$ cat src/rtl/uart_rx_pkg.sv
package uart_rx_pkg;
   localparam int RX_WORD_W   = 16;
   localparam int RX_PERR_BIT = 14;
   localparam int RX_FERR_BIT = 15;

   typedef enum logic [1:0] {
      PAR_NONE     = 2'b00,
      PAR_NONE_ALT = 2'b01,
      PAR_EVEN     = 2'b10,
      PAR_ODD      = 2'b11
   } par_mode_e;

   typedef enum logic [2:0] {
      FS_IDLE,
      FS_START,
      FS_DATA,
      FS_PAR,
      FS_STOP
   } frm_state_e;
endpackage

$ cat src/rtl/uart_rx_sampler.sv
module uart_rx_sampler #(
   parameter int OS_RATE     = 16,
   parameter int SYNC_STAGES = 2,
   parameter bit VOTE        = 1'b1,
   localparam int CNT_W      = $clog2(OS_RATE)
) (
   input  logic             clk,
   input  logic             rst_n,
   input  logic             rx_line,
   input  logic             tick,
   input  logic [CNT_W-1:0] phase,
   output logic             line_s,
   output logic             bit_val
);
   localparam int MID = OS_RATE / 2;

   if (SYNC_STAGES < 2) begin : g_bad_sync
      $error("uart_rx_sampler: SYNC_STAGES must be at least 2");
   end
   if (OS_RATE < 8 || (OS_RATE & (OS_RATE - 1)) != 0) begin : g_bad_rate
      $error("uart_rx_sampler: OS_RATE must be a power of two, 8 or more");
   end

   logic [SYNC_STAGES-1:0] sync_q;

   always_ff @(posedge clk or negedge rst_n) begin
      if (!rst_n) sync_q <= '1;
      else        sync_q <= {sync_q[SYNC_STAGES-2:0], rx_line};
   end
   assign line_s = sync_q[SYNC_STAGES-1];

   if (VOTE) begin : g_vote
      logic [2:0] samp_q;
      always_ff @(posedge clk or negedge rst_n) begin
         if (!rst_n) samp_q <= '1;
         else if (tick) begin
            if (phase == CNT_W'(MID - 1)) samp_q[0] <= line_s;
            if (phase == CNT_W'(MID))     samp_q[1] <= line_s;
            if (phase == CNT_W'(MID + 1)) samp_q[2] <= line_s;
         end
      end
      assign bit_val = (samp_q[0] & samp_q[1]) | (samp_q[0] & samp_q[2]) |
                       (samp_q[1] & samp_q[2]);
   end else begin : g_single
      logic samp_q;
      always_ff @(posedge clk or negedge rst_n) begin
         if (!rst_n) samp_q <= 1'b1;
         else if (tick && phase == CNT_W'(MID)) samp_q <= line_s;
      end
      assign bit_val = samp_q;
   end
endmodule

$ cat src/rtl/uart_rx_frame.sv
module uart_rx_frame
   import uart_rx_pkg::*;
#(
   parameter int DATA_W   = 9,
   parameter int OS_RATE  = 16,
   localparam int CNT_W   = $clog2(OS_RATE),
   localparam int BITS_W  = $clog2(DATA_W + 1)
) (
   input  logic                 clk,
   input  logic                 rst_n,
   input  logic                 en,
   input  logic                 tick,
   input  logic                 line_s,
   input  logic                 bit_val,
   input  logic [BITS_W-1:0]    cfg_bits,
   input  logic [1:0]           cfg_par,
   input  logic                 cfg_two_stop,
   output logic [CNT_W-1:0]     phase,
   output logic                 push,
   output logic [RX_WORD_W-1:0] push_word
);
   if (DATA_W < 1 || DATA_W > RX_PERR_BIT) begin : g_bad_width
      $error("uart_rx_frame: DATA_W must fit below the error flag bits");
   end

   frm_state_e          st_q;
   logic [CNT_W-1:0]    phase_q;
   logic [BITS_W-1:0]   bit_q;
   logic [DATA_W-1:0]   shreg_q;
   logic                par_q, perr_q, ferr_q, stop_q, push_q;

   par_mode_e           pmode;
   logic [BITS_W-1:0]   nb;
   logic                cell_end, last_data, last_stop, par_on;
   logic [DATA_W-1:0]   data_out;

   assign pmode     = par_mode_e'(cfg_par);
   assign par_on    = (pmode == PAR_EVEN) || (pmode == PAR_ODD);
   assign nb        = (cfg_bits == '0 || cfg_bits > BITS_W'(DATA_W)) ? BITS_W'(DATA_W) : cfg_bits;
   assign cell_end  = (phase_q == CNT_W'(OS_RATE - 1));
   assign last_data = (bit_q == nb - 1'b1);
   assign last_stop = !cfg_two_stop || stop_q;
   assign data_out  = shreg_q >> (BITS_W'(DATA_W) - nb);

   always_ff @(posedge clk or negedge rst_n) begin
      if (!rst_n) begin
         st_q    <= FS_IDLE;
         phase_q <= '0;
         bit_q   <= '0;
         shreg_q <= '0;
         par_q   <= 1'b0;
         perr_q  <= 1'b0;
         ferr_q  <= 1'b0;
         stop_q  <= 1'b0;
         push_q  <= 1'b0;
      end else begin
         push_q <= 1'b0;
         if (!en) begin
            st_q <= FS_IDLE;
         end else if (tick) begin
            if (st_q == FS_IDLE) begin
               if (!line_s) begin
                  st_q    <= FS_START;
                  phase_q <= CNT_W'(1);
                  bit_q   <= '0;
                  shreg_q <= '0;
                  par_q   <= 1'b0;
                  perr_q  <= 1'b0;
                  ferr_q  <= 1'b0;
                  stop_q  <= 1'b0;
               end
            end else begin
               phase_q <= phase_q + 1'b1;
               if (cell_end) begin
                  case (st_q)
                     FS_START: st_q <= bit_val ? FS_IDLE : FS_DATA;
                     FS_DATA: begin
                        shreg_q <= {bit_val, shreg_q[DATA_W-1:1]};
                        par_q   <= par_q ^ bit_val;
                        bit_q   <= bit_q + 1'b1;
                        if (last_data) st_q <= par_on ? FS_PAR : FS_STOP;
                     end
                     FS_PAR: begin
                        perr_q <= par_q ^ bit_val ^ (pmode == PAR_ODD);
                        st_q   <= FS_STOP;
                     end
                     FS_STOP: begin
                        if (!bit_val) ferr_q <= 1'b1;
                        if (last_stop) begin
                           push_q <= 1'b1;
                           st_q   <= FS_IDLE;
                        end else begin
                           stop_q <= 1'b1;
                        end
                     end
                     default: st_q <= FS_IDLE;
                  endcase
               end
            end
         end
      end
   end

   always_comb begin
      push_word               = '0;
      push_word[DATA_W-1:0]   = data_out;
      push_word[RX_PERR_BIT]  = perr_q;
      push_word[RX_FERR_BIT]  = ferr_q;
   end
   assign push  = push_q;
   assign phase = phase_q;

   AST_NOISY_START: assert property (@(posedge clk) disable iff (!rst_n)
      (en && tick && st_q == FS_START && cell_end && bit_val) |=> (st_q == FS_IDLE && !push));
   AST_PUSH_FROM_STOP: assert property (@(posedge clk) disable iff (!rst_n)
      push |-> ($past(st_q) == FS_STOP));
   AST_STOP_LOW_FERR: assert property (@(posedge clk) disable iff (!rst_n)
      (en && tick && st_q == FS_STOP && cell_end && !bit_val) |=> push_word[RX_FERR_BIT]);
endmodule

$ cat src/rtl/uart_rx_fifo.sv
module uart_rx_fifo #(
   parameter int W      = 16,
   parameter int DEPTH  = 2,
   localparam int PTR_W = (DEPTH > 1) ? $clog2(DEPTH) : 1,
   localparam int CNT_W = $clog2(DEPTH + 1)
) (
   input  logic         clk,
   input  logic         rst_n,
   input  logic         push,
   input  logic [W-1:0] push_word,
   input  logic         pop,
   input  logic         ovf_clr,
   output logic [W-1:0] head,
   output logic         avail,
   output logic         ovf
);
   if (DEPTH < 2) begin : g_bad_depth
      $error("uart_rx_fifo: DEPTH must be at least 2");
   end

   logic [W-1:0]     mem_q [DEPTH];
   logic [PTR_W-1:0] wr_q, rd_q;
   logic [CNT_W-1:0] cnt_q;
   logic             ovf_q, full, push_ok, pop_ok;

   function automatic logic [PTR_W-1:0] nxt(input logic [PTR_W-1:0] p);
      return (p == PTR_W'(DEPTH - 1)) ? '0 : p + 1'b1;
   endfunction

   assign full    = (cnt_q == CNT_W'(DEPTH));
   assign push_ok = push && (!full || pop);
   assign pop_ok  = pop && (cnt_q != '0);

   always_ff @(posedge clk or negedge rst_n) begin
      if (!rst_n) begin
         wr_q  <= '0;
         rd_q  <= '0;
         cnt_q <= '0;
         ovf_q <= 1'b0;
         for (int i = 0; i < DEPTH; i++) mem_q[i] <= '0;
      end else begin
         if (push_ok) begin
            mem_q[wr_q] <= push_word;
            wr_q        <= nxt(wr_q);
         end
         if (pop_ok) rd_q <= nxt(rd_q);
         case ({push_ok, pop_ok})
            2'b10:   cnt_q <= cnt_q + 1'b1;
            2'b01:   cnt_q <= cnt_q - 1'b1;
            default: ;
         endcase
         if (push && !push_ok) ovf_q <= 1'b1;
         else if (ovf_clr)     ovf_q <= 1'b0;
      end
   end

   assign avail = (cnt_q != '0);
   assign head  = avail ? mem_q[rd_q] : '0;
   assign ovf   = ovf_q;

   AST_POP_DEC: assert property (@(posedge clk) disable iff (!rst_n)
      (pop && cnt_q != '0 && !push) |=> (cnt_q == $past(cnt_q) - 1'b1));
   AST_EMPTY_POP: assert property (@(posedge clk) disable iff (!rst_n)
      (pop && cnt_q == '0 && !push) |=> (cnt_q == '0));
   AST_NO_OVERFLOW_LOSS: assert property (@(posedge clk) disable iff (!rst_n)
      (push && full && !pop) |=> (ovf && cnt_q == CNT_W'(DEPTH)));
   AST_OVF_STICKY: assert property (@(posedge clk) disable iff (!rst_n)
      (ovf && !ovf_clr) |=> ovf);
endmodule

$ cat src/rtl/uart_rx_core.sv
module uart_rx_core
   import uart_rx_pkg::*;
#(
   parameter int DATA_W      = 9,
   parameter int OS_RATE     = 16,
   parameter int RX_DEPTH    = 2,
   parameter int SYNC_STAGES = 2,
   parameter bit VOTE        = 1'b1,
   localparam int BITS_W     = $clog2(DATA_W + 1),
   localparam int CNT_W      = $clog2(OS_RATE)
) (
   input  logic                 clk,
   input  logic                 rst_n,
   input  logic                 os_tick,
   input  logic                 rx_line,
   input  logic                 cmd_rx_en,
   input  logic                 cmd_rx_dis,
   input  logic [BITS_W-1:0]    cfg_bits,
   input  logic [1:0]           cfg_par,
   input  logic                 cfg_two_stop,
   input  logic                 rd_pop,
   input  logic                 ovf_clr,
   output logic [RX_WORD_W-1:0] rd_word,
   output logic                 rx_avail,
   output logic                 rx_overflow
);
   logic                 rx_en_q, line_s, bit_val, frm_push;
   logic [CNT_W-1:0]     phase;
   logic [RX_WORD_W-1:0] frm_word;

   always_ff @(posedge clk or negedge rst_n) begin
      if (!rst_n)          rx_en_q <= 1'b0;
      else if (cmd_rx_dis) rx_en_q <= 1'b0;
      else if (cmd_rx_en)  rx_en_q <= 1'b1;
   end

   uart_rx_sampler #(.OS_RATE(OS_RATE), .SYNC_STAGES(SYNC_STAGES), .VOTE(VOTE)) u_samp (
      .clk(clk), .rst_n(rst_n), .rx_line(rx_line), .tick(os_tick), .phase(phase),
      .line_s(line_s), .bit_val(bit_val));

   uart_rx_frame #(.DATA_W(DATA_W), .OS_RATE(OS_RATE)) u_frm (
      .clk(clk), .rst_n(rst_n), .en(rx_en_q), .tick(os_tick), .line_s(line_s),
      .bit_val(bit_val), .cfg_bits(cfg_bits), .cfg_par(cfg_par),
      .cfg_two_stop(cfg_two_stop), .phase(phase), .push(frm_push), .push_word(frm_word));

   uart_rx_fifo #(.W(RX_WORD_W), .DEPTH(RX_DEPTH)) u_fifo (
      .clk(clk), .rst_n(rst_n), .push(frm_push), .push_word(frm_word), .pop(rd_pop),
      .ovf_clr(ovf_clr), .head(rd_word), .avail(rx_avail), .ovf(rx_overflow));

   AST_DISABLED_SILENT: assert property (@(posedge clk) disable iff (!rst_n)
      !rx_en_q |=> !frm_push);
endmodule

$ cat config.mk
export PLATFORM = sky130hd
export DESIGN_NAME = uart_rx_core
export DESIGN_NICKNAME = d
export VERILOG_FILES = /design/src/rtl/uart_rx_pkg.sv /design/src/rtl/uart_rx_sampler.sv /design/src/rtl/uart_rx_frame.sv /design/src/rtl/uart_rx_fifo.sv /design/src/rtl/uart_rx_core.sv
export SDC_FILE = /design/constraint.sdc
export NUM_CORES = 1
export LEC_CHECK = 0
export ABC_AREA = 1
export CORE_MARGIN = 2
export CORE_UTILIZATION = 55
export DETAILED_ROUTE_END_ITERATION = 10
export PLACE_DENSITY = 0.78
export SLEW_MARGIN = 20
export SYNTH_ARGS = -nofsm -noshare
export SYNTH_HDL_FRONTEND = slang
export SYNTH_SLANG_ARGS = --single-unit
$ cat constraint.sdc
create_clock -name clk -period 2.3 [get_ports clk]
set_input_delay 0.23 -clock clk [delete_from_list [all_inputs] [get_ports clk]]
set_output_delay 0.23 -clock clk [all_outputs]
set_load 0.02 [all_outputs]
# Yosys cells after proc, flatten, opt, wreduce, memory -nomap -nowiden

Index checks and enable logic that the tools add are counted.

Mux-type cells: 56
Eq/ne operators: 22
Reduce and logical (&&, ||, !) cells: 30
Bitwise gates (word level): 9
Magnitude comparators: 4
Shifts and indexed selects: 1
$add $sub $neg: 8

Operator list:

| kind                | number |
|---|---|
| $mux 16             | 5 |
| $mux 9              | 4 |
| $bwmux 32           | 1 |
| $mux 4              | 7 |
| $mux 1              | 27 |
| $mux 3              | 8 |
| $demux 16 s1        | 1 |
| $reduce_bool 2->1   | 8 |
| $reduce_and 5->1    | 3 |
| $eq 4x4->1 const B  | 3 |
| $pmux 3 s4          | 1 |
| $reduce_and 6->1    | 2 |
| $shr 9x4->9         | 1 |
| $add 4x1->4 const B | 2 |
| $eq 2x2->1 const B  | 4 |
| $ne 2x2->1 const B  | 4 |
| $ne 4x2->1 const B  | 2 |
| $eq 3x2->1 const B  | 2 |
| $reduce_and 2->1    | 3 |
| $eq 4x3->1 const B  | 1 |
| $eq 4x4->1          | 1 |
| $ge 2x2->1 const B  | 2 |
| $gt 4x4->1 const B  | 1 |
| $logic_and 1x1->1   | 4 |
| other kinds (22)    | 33 |

Bits of input ports: 15
Register bits after elaboration: 68
Output and inout bits: 18

# Depth between registers and ports, before layout

Gate-level depths: netlist of run 1.

Depth after elaboration: 11
Depth in mapped cells: 19
Mapped depth without buffers: 18

# Modules after synthesis

From an unflattened synthesis of run 1, not the netlist that was laid out.

Cell total of the unflattened synthesis: 492
Area, all modules: 3873.7 um2

Modules (own cells, without submodules):

| module          | seq. area each (um2) | instances | cells an instance | area each (um2) |
|---|---|---|---|---|
| uart_rx_fifo    | 925.9                | 1         | 224               | 1861.8 |
| uart_rx_frame   | 625.6                | 1         | 235               | 1737.9 |
| uart_rx_sampler | 131.4                | 1         | 30                | 241.5 |
| uart_rx_core    | 25.0                 | 1         | 3                 | 32.5 |

# Worst setup path before layout of run 1

Ideal clock, no wire load.

Path type: input to register
Start point: in cfg_bits[0]
End point: reg u_frm.st_q[0]
Arrival: 1.639 ns
Setup slack: 0.544 ns
Buffers on the path: 1
Library setup time: 0.118 ns
Stages on the path: 14
Data required time: 2.182 ns
Cell sequence: nor2_2 nand2_2 nand2_4 buf_6 inv_1 ha_1 xor2_1 nand2_1 nor2_1 nand3_1 nand2_1 nand2_1 nand3_1 nand2_1

Cells in the longest elaborated chain, start to end: 7
Elaborated cells on any way between the ends: 8

Ends and longest elaborated chain:

| item                                                 | RTL line            | source |
|---|---|---|
| start: declaration                                   | uart_rx_core.sv:18  | `input logic [BITS_W-1:0] cfg_bits,` |
| $gt 4x4->1 / $logic_not 4->1 (equally long branches) | uart_rx_frame.sv:39 | `assign nb = (cfg_bits == '0 \|\| cfg_bits > BITS_W'(DATA_W)) ? BITS_W'(DATA_W) : cfg_bits;` |
| $logic_or 1x1->1                                     | uart_rx_frame.sv:39 |  |
| $mux 4 (*)                                           | uart_rx_frame.sv:39 |  |
| $sub 4x1->4 (*)                                      | uart_rx_frame.sv:41 | `assign last_data = (bit_q == nb - 1'b1);` |
| $eq 4x4->1 (*)                                       | uart_rx_frame.sv:41 |  |
| $ne 4x2->1 (no source line) (*)                      | n/a                 |  |
| $reduce_and 5->1 (no source line) (*)                | n/a                 |  |
| end signal: assignment                               | uart_rx_frame.sv:76 | `FS_START: st_q <= bit_val ? FS_IDLE : FS_DATA;` |
| end signal: assignment                               | uart_rx_frame.sv:81 | `if (last_data) st_q <= par_on ? FS_PAR : FS_STOP;` |
| end: declaration                                     | uart_rx_frame.sv:26 | `frm_state_e st_q;` |

Every way passes the cells marked *; elsewhere a longest branch is shown, timed or not.
A chain may end at the register's enable or synchronous reset.

# Final worst setup path of run 1

Start point: reg u_fifo.rd_q
End point: out rd_word[6]

Cells in the longest elaborated chain, start to end: 5

Ends and longest elaborated chain:

| item                                       | RTL line           | source |
|---|---|---|
| start: declaration                         | uart_rx_fifo.sv:22 | `logic [PTR_W-1:0] wr_q, rd_q;` |
| start signal: assignment                   | uart_rx_fifo.sv:46 | `if (pop_ok) rd_q <= nxt(rd_q);` |
| $not 1->2 (implied by the code)            | uart_rx_fifo.sv:58 | `assign head = avail ? mem_q[rd_q] : '0;` |
| $mux 16 (implied by the code) (3 in a row) | uart_rx_fifo.sv:58 |  |
| $mux 16                                    | uart_rx_fifo.sv:58 |  |
| end: declaration                           | uart_rx_core.sv:23 | `output logic [RX_WORD_W-1:0] rd_word,` |

No other way between the ends. The select of a mux whose other input is x is not followed.

==> run_results.csv, run 1 <==
group,metric,value,unit
routing,vias,2762,
die,row_count,27,
timing,slew_headroom,52.20,%
cells_and_area,area_growth,16.87,%
die,dieArea,6453,sq um
timing,setup_violations,0,
timing,finalHoldViolCount,0,
setup_path,path_max_fanout,10,
routing,drtPass1Iterations,4,
setup_path,required,2070,ps
synthesis,async_flop_share,100.0,%
global_routing,overflow,0,
cts,h-tree-depth,3,
routing,drt-total-wl,6514,microns
cts,max-clock-path-buffers,2,
synthesis,synth-edff-count,0,
routing,drc_errors,0,
setup_path,startpoint_type,"flip-flop",
setup_path,path_class,"flip-flop to output pin",
cts,clock-sinks,58,
timing,fin_tns_setup,0,ps
cells_and_area,diodes,0,
power_and_ir_drop,peakVddDrop,0.3863,mV
cts,hold_buffers,0,
setup_path,crit_arrival,1860,ps
cts,cts_setup_buffers,0,
place,gp_congestion,0.8551,
die,start_util,57.49,%
power_and_ir_drop,pwr_density_cell,823.9,nW/um^2
synthesis,synth_top_area_cell,"dfrtp_1",
synthesis,synth_top_area_share,41.39,%
global_routing,grt_max_degree,59,
run,cap_violations,0,
synthesis,ys_top_cells_by_area,"dfrtp_1, nand2_1, inv_1",
place,dpl.cell_count,502,
routing,wl_per_cell,12.58,microns
synthesis,synth-seq-cells,58,
hold_path,hold_class,"input pin to asynchronous set/reset pin",
cells_and_area,final_area,3745,sq um
synthesis,netlist_area,3204,sq um
global_routing,antenna_found_initial,0,
cells_and_area,final_cells,518,
die,fp.dieW,80.33,microns
timing,rsz0062_at_grt,"no",
timing,slew_viol_final,0,
cells_and_area,drive_gt1_share,13.23,%
routing,drtIter0Drc,150,
synthesis,synth_cell_types,35,
place,place_hpwl,4645,microns
cts,clockRootBuffer,"clkbuf_8",
place,place.port_buffers,27,
die,core-area,5574,sq um
routing,vias_per_cell,5.332,
cts,clk_latency,330,ps
synthesis,yosysSeqAreaShare,45.49,%
timing,clock_skew,2.500,ps
die,io_pins,33,
place,dpl_cell_area,3530,sq um
global_routing,grt_pass1_vias,2577,
synthesis,yosysMostFrequentCell,"nand2_1",
synthesis,synth_area_per_cell,7.892,sq um
synthesis,synth_ff_type,"dfrtp_1",
synthesis,yosys_warnings,0,
timing,layout_min_cycle_time,2087,ps
global_routing,grt_pass1_wl,11510,microns
status,status,"finished, final reports clean",
synthesis,yosys-top-cells-count,"nand2_1, dfrtp_1, inv_1",
setup_path,endpoint_kind,"output pin",
power_and_ir_drop,p_leak,1.762,nW
cts,clk_pin_slew_worst_paths,60,ps
timing,fmax,479.1,MHz
cts,cts_tree,"yes",
timing,post-route-period-util,90.75,%
cells_and_area,finalNetCount,464,
place,dp_slack,33.89,ps
timing,worstMarginPinSlew,717.0,ps
die,fp.dieH,80.33,microns
timing,setup_slack,212.7,ps
synthesis,syn_inst,406,
global_routing,grt.total_usage,23.24,%
routing,ant_nets,0,
cts,cts_buffers,9,
[worst max-delay path, cell delays in order (launching register included)]
cell	delay, ps
dfrtp_2	480
buf_4	190
o21ai_0	100
a21oi_1	130
clkdlybuf4s50_1	620
[per-stage QoR]
step | total power [mW] | utilization (%) | hold slack [ps]
2_1_floorplan | 1.822 | - | -65.59
3_3_place_gp | 2.089 | 63.32 | 346.4
3_5_place_dp | 2.110 | 63.32 | 347.8
4_1_cts | 3.108 | 67.16 | 48.36
5_1_grt | 3.276 | 67.18 | 81.65
6_report | 3.085 | 67.18 | 34.97
[path summary, 6_finish.rpt]
kind | from | endpoint | slack [ps] | depth (start not counted)
min in group clk | rx_line | u_samp.sync_q[0] | 300 | 1
max in group asynchronous | rst_n | u_fifo.rd_q | 1760 | 2
min reg2reg | u_samp.sync_q[0] | u_samp.sync_q[1] | 360 | 0
max reg2reg | u_frm.phase[0] | u_frm.shreg_q[2] | 450 | 9
max | u_fifo.rd_q | rd_word[6] | 210 | 4
min | rst_n | u_fifo.mem_q[23] | 30 | 2
[area by class of cell]
| class | count | area, sq um |
|---|---|---|
| well taps | 72 | 90.09 |
| fillers | 480 | 1829 |
| repair buffers | 33 | 310.3 |
| clock buffers | 12 | 165.2 |
| flip-flops and latches | 58 | 1459 |
| inverters | 51 | 191.4 |
| multi-input cells | 288 | 1480 |
| clock inverters | 4 | 48.80 |
[cell families (layout without fill, tap and decap cells)]
family	Yosys count	after routing	synth area share, %
other	1	5	0.1170
DFF	58	58	45.49
and+or+nand+nor	192	192	26.51
xor gates and xnor gates	9	9	2.694
buffers and inverters	64	100	8.785
AOI/OAI and AO/OA	74	74	13.28
adders and majority gates	8	8	3.124
[registers in the layout, indices dropped and copies added, names as in the netlist, 2 cells and up]
register              cells
u_frm.phase               4
u_fifo.mem_q             22
u_samp.g_vote.samp_q      3
u_frm.st_q                3
u_samp.sync_q             2
u_fifo.cnt_q              2
u_frm.shreg_q             9
u_frm.bit_q               4
[power breakdown]
part           internal (mW)  leakage (nW)  switching (mW)
Clock                  0.587         0.112           0.398
Combinational          0.326         0.895           0.487
Sequential              1.16         0.755           0.123
[routing by layer]
| layer | vias to the layer above | part of all wire [%] | GRT usage (%) |
|---|---|---|---|
| met5 | - | 0 | 0 |
| met4 | 0 | 1.6 | 8.475 |
| met3 | 9 | 5.6 | 6.742 |
| met2 | 81 | 46 | 35.50 |
| met1 | 1289 | 47 | 31.56 |
| li1 | 1383 | - | - |
[layout by cell type, fill, tap and decap left out, types with 2 or more instances in the layout]
cell type / count
nand4_1: 6
nand2_4: 2
clkdlybuf4s50_1: 26
o22ai_1: 11
clkinv_2: 2
xnor2_1: 4
a21oi_1: 20
nand2_2: 6
ha_1: 8
conb_1: 5
o21ai_0: 20
inv_1: 42
o21ai_1: 12
nor2_2: 4
nor2_1: 15
dfstp_2: 5
o21ai_2: 3
dfrtp_1: 52
nand2_1: 123
nor2_4: 3
buf_4: 6
nand3_1: 25
nor3_1: 5
clkbuf_8: 12
inv_2: 9
xor2_1: 4
o211ai_1: 4
[what timing repair did]
item	in CTS	in global routing
hold endpoints to repair	0	0
endpoints found under the setup margin	0	6
resized for setup	0	2
Power figures use the tool's default switching activity.
==> run 2, diff against run 1 <==
Settings changed: CTS_CLUSTER_DIAMETER set to 80.
==> results of run 2 <==
Same layout as run 1: the final DEF is identical, and so are final timing and power.
==> run 3, diff against run 2 <==
Settings changed: CORE_MARGIN 2 to 4.
==> run 3 against run 2 <==
Compared with the run above: die area up 10%; non-clock buffer count rose by 1; worst setup slack got worse by 85 ps; combinational power is essentially flat; routed wire length decreased by 2.9%; sequential power barely moved; critical path type unchanged; largest cell class unchanged; largest power group unchanged; final cell count grew 0.19%; sequential share of layout area rose by 0.19 points; register-to-register slack better by 50 ps; final area is 0.57% lower.
==> run_results.csv, run 3 (synthesis gave the netlist of run 1 again) <==
group,metric,value,unit
status,status,"finished, final reports clean",
hold_path,hold_class,"input pin to flip-flop",
global_routing,overflow,0,
timing,worstMarginPinSlew,619.2,ps
cts,max-clock-path-buffers,2,
timing,fmax,460.4,MHz
cells_and_area,final_cells,519,
cts,clockRootBuffer,"clkbuf_8",
timing,setup_slack,127.9,ps
cells_and_area,finalNetCount,465,
power_and_ir_drop,pwr-share-comb,27.9,%
setup_path,startpoint_type,"flip-flop",
routing,ant_nets,0,
setup_path,critPathLaunch,"u_fifo.rd_q",
timing,layout_min_cycle_time,2172,ps
place,gp_congestion,0.8591,
cts,cts_setup_buffers,0,
cells_and_area,diodes,0,
setup_path,r2r_start,"u_frm.phase[0]",
routing,vias,2659,
cts,cts_buffers,9,
cells_and_area,area_growth,16.20,%
cells_and_area,top_register,"u_fifo.mem_q",
setup_path,path_max_fanout,9,
cells_and_area,largest_register_ffs,22,
routing,drtIter0Drc,118,
power_and_ir_drop,seq_power_share,44.4,%
place,place_hpwl,4715,microns
cts,h-tree-depth,3,
timing,slew_viol_final,0,
power_and_ir_drop,power.internal,1.905,mW
setup_path,crit_arrival,1940,ps
timing,finalHoldViolCount,0,
die,dieArea,7112,sq um
cells_and_area,final_cell_mix,"nand2_1, dfrtp_1, inv_1",
global_routing,grt.total_usage,19.40,%
die,row_count,27,
setup_path,r2r-end,"u_frm.shreg_q[3]",
power_and_ir_drop,switching_share,34.20,%
cts,clk_latency,330,ps
setup_path,endpoint_kind,"output pin",
routing,drc_errors,0,
run,cap_violations,0,
setup_path,required,2070,ps
setup_path,reg2reg_setup_slack,500,ps
power_and_ir_drop,p_leak,1.744,nW
routing,drt-total-wl,6325,microns
cts,clock-sinks,58,
setup_path,crit_end,"rd_word[2]",
place,dpl.cell_count,502,
place,place.port_buffers,27,
cells_and_area,layout_commonest_cell,"nand2_1",
cts,clk_pin_slew_worst_paths,70,ps
routing,wl_per_cell,12.19,microns
timing,fin_tns_setup,0,ps
global_routing,grt_max_degree,34,
cells_and_area,reg_top3,"u_fifo.mem_q: 22 flops, u_frm.shreg_q: 9 flops",
global_routing,antenna_found_initial,0,
power_and_ir_drop,clock_power_share,27.7,%
die,core-area,5574,sq um
timing,clock_skew,6.416,ps
cells_and_area,fillCellCount,476,
place,dp_slack,59.60,ps
setup_path,reg2regPathDepth,9,
die,fp.dieW,84.33,microns
die,fp.dieH,84.33,microns
power_and_ir_drop,power,2.896,mW
die,io_pins,33,
timing,post-route-period-util,94.44,%
timing,setup_violations,0,
timing,slew_headroom,58.72,%
routing,vias_per_cell,5.123,
cts,cts_tree,"yes",
cells_and_area,drive_gt1_share,12.75,%
power_and_ir_drop,pwr_density_cell,777.7,nW/um^2
die,start_util,57.49,%
power_and_ir_drop,power_switching,990.3,uW
routing,drtPass1Iterations,4,
setup_path,path_class,"flip-flop to output pin",
timing,rsz0062_at_grt,"no",
global_routing,grt_pass1_vias,2468,
global_routing,grt_pass1_wl,11200,microns
power_and_ir_drop,peakVddDrop,0.4246,mV
## run 3: worst min-delay path by stage
stage	startpoint	endpoint	slack (ps)	cells past startpoint
2_1_floorplan	rst_n	rx_en_q	-70	0
3_3_place_gp	rst_n	u_fifo.mem_q[7]	270	1
3_5_place_dp	rst_n	u_fifo.mem_q[7]	270	1
4_1_cts	rx_line	u_samp.sync_q[0]	290	1
5_1_grt	rx_line	u_samp.sync_q[0]	290	1
6_report	rx_line	u_samp.sync_q[0]	300	1
## run 3: power by group through the flow
| stage | logic (mW) | registers, mW | clock network [mW] |
|---|---|---|---|
| 5_1_grt | 0.910 | 1.31 | 0.891 |
| 4_1_cts | 0.813 | 1.28 | 0.822 |
| 6_report | 0.809 | 1.29 | 0.801 |
| 3_5_place_dp | 0.809 | 1.30 | 0 |
| 3_3_place_gp | 0.796 | 1.29 | 0 |
| 2_1_floorplan | 0.565 | 1.26 | 0 |
## run 3: final cells by class
type                    count  area [sq um]  share of cell area (%)
multi-input cells         288          1480                   39.75
flip-flops and latches     58          1458                   39.15
repair buffers             34         332.8                   8.938
inverters                  51         191.4                   5.141
clock buffers              11         141.4                   3.797
well taps                  72         90.09                   2.419
clock inverters             5         30.03                  0.8065
## run 3: critical path, cell delays in order, from the launching register on
cell and delay [ps]:
dfrtp_1 550, buf_4 230, nand2_1 70, a21oi_1 150, clkdlybuf4s50_1 620
## run 3: stage by stage
step           hold slack (ps)  cell area, sq um  utilization, %
3_5_place_dp             273.3              3542           63.55
5_1_grt                  285.9              3724           66.80
4_1_cts                  288.9              3724           66.80
6_report                 304.0              3724           66.80
3_3_place_gp             268.7              3542           63.55
2_1_floorplan           -65.59              3219               -
## run 3: per-layer routing
metal | vias up | routed length [microns] | global-route usage [%]
met5 | - | 0 | 0
met1 | 1216 | 3178 | 27.69
met3 | 6 | 242 | 5.201
li1 | 1384 | - | -
met2 | 53 | 2834 | 28.98
met4 | 0 | 70 | 6.043
## run 3: timing repair
item,in CTS,in global routing
endpoints found under the hold margin,25,0
hold buffers,1,0
resized for setup,0,1
endpoints found under the setup margin,0,4
